`src/rtl/bitslip_deser.sv`:
```
`timescale 1ns/1ps
module bitslip_deser #(
  parameter int MAX_W    = 10,
  parameter int MAX_SLIP = 11
) (
  input  logic                       clk,
  input  logic                       rst_n,
  input  logic                       sin,
  input  logic                       sin_b,
  input  logic                       align_req,
  input  logic                       byp_en,
  input  logic                       byp_ddr,
  input  logic [2:0]                 fsel,
  input  logic [$clog2(MAX_SLIP+1)-1:0] rpt,
  output logic [MAX_W-1:0]           word_o,
  output logic                       wstb_o,
  output logic                       roll_o,
  output logic                       cfg_err_o,
  output logic [1:0]                 byp_o
);
  localparam int CW = $clog2(MAX_W);
  localparam int SW = $clog2(MAX_SLIP+1);
  localparam int GW = 1 + 3 + SW;

  function automatic logic [CW:0] fac_of(input logic [2:0] s);
    case (s)
      3'd0: return (CW+1)'(4);
      3'd1: return (CW+1)'(6);
      3'd2: return (CW+1)'(7);
      3'd3: return (CW+1)'(8);
      3'd4: return (CW+1)'(10);
      default: return '0;
    endcase
  endfunction

  logic [CW:0]         fac;
  logic [GW-1:0]       cfg_now, cfg_q;
  logic                cfg_chg, hold, at_bnd, rise, dbit;
  logic [CW-1:0]       cnt_q;
  logic [SW-1:0]       slip_q;
  logic                aprev_q, cap_a, cap_b;
  logic [MAX_SLIP-1:0] dl;
  logic [MAX_W-2:0]    sh;
  logic [MAX_W-1:0]    next_sh, mask;

  assign fac       = fac_of(fsel);
  assign cfg_err_o = (fac == '0) || (int'(fac) > MAX_W) || (rpt == '0) ||
                     (int'(rpt) > MAX_SLIP) || (int'(rpt) < int'(fac));
  assign cfg_now   = {byp_en, fsel, rpt};
  assign cfg_chg   = cfg_now != cfg_q;
  assign hold      = cfg_err_o || byp_en;
  assign at_bnd    = {1'b0, cnt_q} == fac - 1'b1;
  assign rise      = align_req && !aprev_q;
  assign next_sh   = {sh, dbit};
  assign byp_o     = !byp_en ? 2'b00 : byp_ddr ? {cap_a, cap_b} : {1'b0, cap_a};

  always_comb begin
    dbit = sin;
    if (slip_q != '0 && int'(slip_q) <= MAX_SLIP) dbit = dl[slip_q - 1'b1];
  end

  always_comb
    for (int i = 0; i < MAX_W; i++) mask[i] = i < int'(fac);

  always_ff @(posedge clk) begin
    if (!rst_n) begin
      cfg_q   <= cfg_now;
      cnt_q   <= '0;
      slip_q  <= '0;
      aprev_q <= 1'b0;
      dl      <= '0;
      sh      <= '0;
      word_o  <= '0;
      wstb_o  <= 1'b0;
      roll_o  <= 1'b0;
      cap_a   <= 1'b0;
      cap_b   <= 1'b0;
    end else begin
      dl    <= {dl[MAX_SLIP-2:0], sin};
      cap_a <= sin;
      cap_b <= sin_b;
      if (cfg_chg || hold) begin
        cfg_q   <= cfg_now;
        cnt_q   <= '0;
        slip_q  <= '0;
        aprev_q <= 1'b0;
        wstb_o  <= 1'b0;
        roll_o  <= 1'b0;
      end else begin
        sh     <= next_sh[MAX_W-2:0];
        wstb_o <= at_bnd;
        if (at_bnd) begin
          cnt_q   <= '0;
          word_o  <= next_sh & mask;
          aprev_q <= align_req;
          if (rise && slip_q + 1'b1 == rpt) begin
            slip_q <= '0;
            roll_o <= 1'b1;
          end else begin
            if (rise) slip_q <= slip_q + 1'b1;
            roll_o <= 1'b0;
          end
        end else begin
          cnt_q <= cnt_q + 1'b1;
        end
      end
    end
  end

  AST_STB_SINGLE: assert property (@(posedge clk) disable iff (!rst_n)
    wstb_o |=> !wstb_o);
  AST_ERR_QUIET: assert property (@(posedge clk) disable iff (!rst_n)
    cfg_err_o |=> !wstb_o && !roll_o);
  AST_SLIP_BOUND: assert property (@(posedge clk) disable iff (!rst_n)
    !cfg_err_o |-> int'(slip_q) < int'(rpt));
  AST_SLIP_STEP: assert property (@(posedge clk) disable iff (!rst_n)
    !$stable(slip_q) |-> slip_q == '0 || slip_q == $past(slip_q) + 1'b1);
  AST_ROLL_WRAP: assert property (@(posedge clk) disable iff (!rst_n)
    $rose(roll_o) |-> slip_q == '0 && wstb_o);
  AST_CHG_CLEARS: assert property (@(posedge clk) disable iff (!rst_n)
    cfg_chg |=> slip_q == '0 && !wstb_o && !roll_o);
  AST_BYP_QUIET: assert property (@(posedge clk) disable iff (!rst_n)
    byp_en |=> !wstb_o);
endmodule

```
`config.mk`:
```
export PLATFORM = sky130hd
export DESIGN_NAME = bitslip_deser
export DESIGN_NICKNAME = d
export VERILOG_FILES = /design/src/rtl/bitslip_deser.sv
export SDC_FILE = /design/constraint.sdc
export NUM_CORES = 1
export LEC_CHECK = 0
export ABC_AREA = 1
export BUFFER_PORTS_ARGS = -buffer_cell sky130_fd_sc_hd__buf_2
export CAP_MARGIN = 20
export CORE_MARGIN = 4
export CORE_UTILIZATION = 52
export DETAILED_ROUTE_END_ITERATION = 8
export PLACE_DENSITY_LB_ADDON = 0.25
export REMOVE_ABC_BUFFERS = 1
export SLEW_MARGIN = 40
export SYNTH_ARGS = -nofsm -noshare
export SYNTH_HDL_FRONTEND = slang
export SYNTH_SLANG_ARGS = --single-unit
```
`constraint.sdc`:
```
create_clock -name clk -period 2.34 [get_ports clk]
set_input_delay 0.117 -clock clk [delete_from_list [all_inputs] [get_ports clk]]
set_output_delay 0.117 -clock clk [all_outputs]
set_load 0.02 [all_outputs]
```
==> qor.csv <==
metric,value,unit
NetSw,379,uW
die height,78.3,um
Worst setup EP type,flop,
Post-Synth Adder-Cell Area,0.0389,
sequential-to-total area share from yosys stat,0.421,
Logic pwr share,0.096,
Initial Util,0.541,
worst-path maximum fanout,9,
CTS tree,yes,
core footprint,4750,sq um
crit share post-route,0.869,
Seq cells post-synth,50,
port bufs,28,
layout net count,430,
Post-CTS Setup Inserts,0,
Final setup viols,0,
Slowest cell on crit path,ha_1,
total routed wirelength,5370,um
post-synthesis xor/xnor area fraction,0.0204,
Max Root-Sink Buffers,2,
cells after synthesis,373,
DR WL/cell,11.3,um
residual antenna-violating net count after detailed routing,0,
min Tclk post-route,2030,ps
Place WS,22.7,ps
Rel. slew slack,0.589,
# clock sinks,50,
mean area per synthesized cell,6.89,sq um
layout cells sized above 1,0.142,
register area,1080,sq um
Placement Rows,25,
RSZ-0062 raised after global routing,false,
die area,6130,sq um
Antenna Cells,0,
CP Data Required Time,2400,ps
crit path cell chain,"buf_2, inv_2, nand2_2, nand2_2, inv_1, nor2_1, inv_1, ha_1, and3_1, nand2_1, nand2_1, nand2_2, nor2_8, nand2_2, buf_4",
clock-pin slew on the worst setup and hold paths,80,ps
Yosys warnings,0,
Placed Instance Area,2790,sq um
"Hold Vio Cnt, Final",0,
multiplexer share of the synthesized area,0,
DR DRC count,0,
dominant cells by area after synthesis,"dfxtp_1 (33%), nand2_1 (15%), edfxtp_1 (9.3%), inv_1 (8.2%), nor2_1 (7.7%)",
Final WS setup,307,ps
"most common cell after layout, fill and taps aside",nand2_1,
CP max stage delay,290,ps
Pint,1.21,mW
First-pass DRT Iterations,5,
largest family of logic cells by synthesized area,simple AND/OR/NAND/NOR gates,
largest net degree at the start of global routing,24,
Synth Area in Compound Gates,0.0764,
GRT overflow,0,
clock root buffer,clkbuf_8,
fmax,492,MHz
Yosys top cell by area,dfxtp_1,
Clock power frac,0.345,
post-CTS sizing,0,
RePlAce Congestion,0.849,
P&R area growth vs syn,13.0,%
num ports,29,
fillers,475,
Leak Pwr,1.51,nW
routed vias/inst,4.78,
"final std cell area, no fill",2900,sq um
multi-input logic area,1200,sq um
Crit path top cell by count,nand2_2,
Final Util,0.611,
global-route wire length before repair,9290,um
placed cell count,467,
Critical Setup Path Class,primary input to flop,
distinct cell type count after synthesis,27,
final slew viol count,0,
Final Power,1.59,mW
worst slew pin tran,610,ps
most frequent cells in the layout,"nand2_1 (103), inv_1 (56), nor2_1 (53)",
VDD IR-drop max,0.404,mV
CTS Buf Count,5,
fin cells,476,
H-tree lvl count,2,
antenna violations before repair,0,
worst hold path class,primary input to flop,
Power Density,547,nW/um^2
Synth top area share,0.327,
Global Route Usage Sum,0.187,
CTS Hold Bufs,1,
Critical Path Source Type,primary input,
sequential power share,0.559,
clk_lat worst skew,300,ps
chip width,78.3,um
final clock skew,11.9,ps
synthesized area,2570,sq um
Net Sw Frac,0.239,
worst path arrival time,2100,ps
Simple-Gate Fraction of Synth Area,0.333,
Final TNS setup,0,ps
Initial DRC Count,110,
Max-Cap Viols,0,
vias in the first global route,2182,
WHS,35.0,ps
via count,2276,
detailed placement HPWL,4130,um
outcome,"complete, no violations",
[synthesized netlist by cell type, drive strengths merged]
cell      n
xnor2     3
nor3      3
clkinv    4
clkbuf    3
ha        8
a21oi    20
edfxtp    8
xor2      3
and3      1
inv      59
nor2     58
nand2   112
o21ai    18
nand3    16
buf       4
dfxtp    42
a31oi     1
nand4    10
[path summary, 6_finish.rpt]
path,from,end,slack [ps],depth (start not counted)
setup reg to reg,slip_q[1],slip_q[3],340,10
setup / recovery,fsel[1],cfg_q[0],310,15
hold / removal,sin,dl[0],30,3
hold reg to reg,dl[0],dl[1],430,2
[worst max-delay path: cells and delay by family]
family	cells	cell delay, ps
adder cells (fa/ha/maj)	1	290
AND/OR/NAND/NOR	9	1100
buffers and inverters	5	590
[state kept, by name (all words and copies together) (netlist names)]
register	cells
dl	11
word_o	10
sh	9
cfg_q	8
cnt_q	4
slip_q	4
aprev_q	1
cap_b	1
roll_o	1
wstb_o	1
[layer usage]
metal	vias up	global-route usage	wire, um
li1	1220	-	-
met1	997	0.240	2510
met2	53	0.312	2490
met3	6	0.0333	302
met4	0	0.0769	65
met5	-	0	0
[layout make-up]
class / instances / share of cell area
multi-input combinational: 253 / 0.415
tap: 67 / 0.0289
timing repair buffer: 35 / 0.0672
inverter: 63 / 0.0819
sequential: 50 / 0.372
clock buffer: 8 / 0.0349
[power by group through the flow]
| stage | logic [mW] | clock network, mW | registers [mW] |
|---|---|---|---|
| floorplan | 0.0988 | 0 | 0.907 |
| global placement | 0.148 | 0 | 0.908 |
| detailed placement | 0.150 | 0 | 0.909 |
| CTS | 0.152 | 0.565 | 0.889 |
| global route | 0.176 | 0.595 | 0.890 |
| finish | 0.152 | 0.549 | 0.888 |
[logic make-up after synthesis]
| family | Yosys count |
|---|---|
| compound gates | 39 |
| xor+xnor | 6 |
| fa+ha+maj | 8 |
| buf+inv | 70 |
| flops | 50 |
| simple gates | 200 |
(Power assumes the default switching activity.)
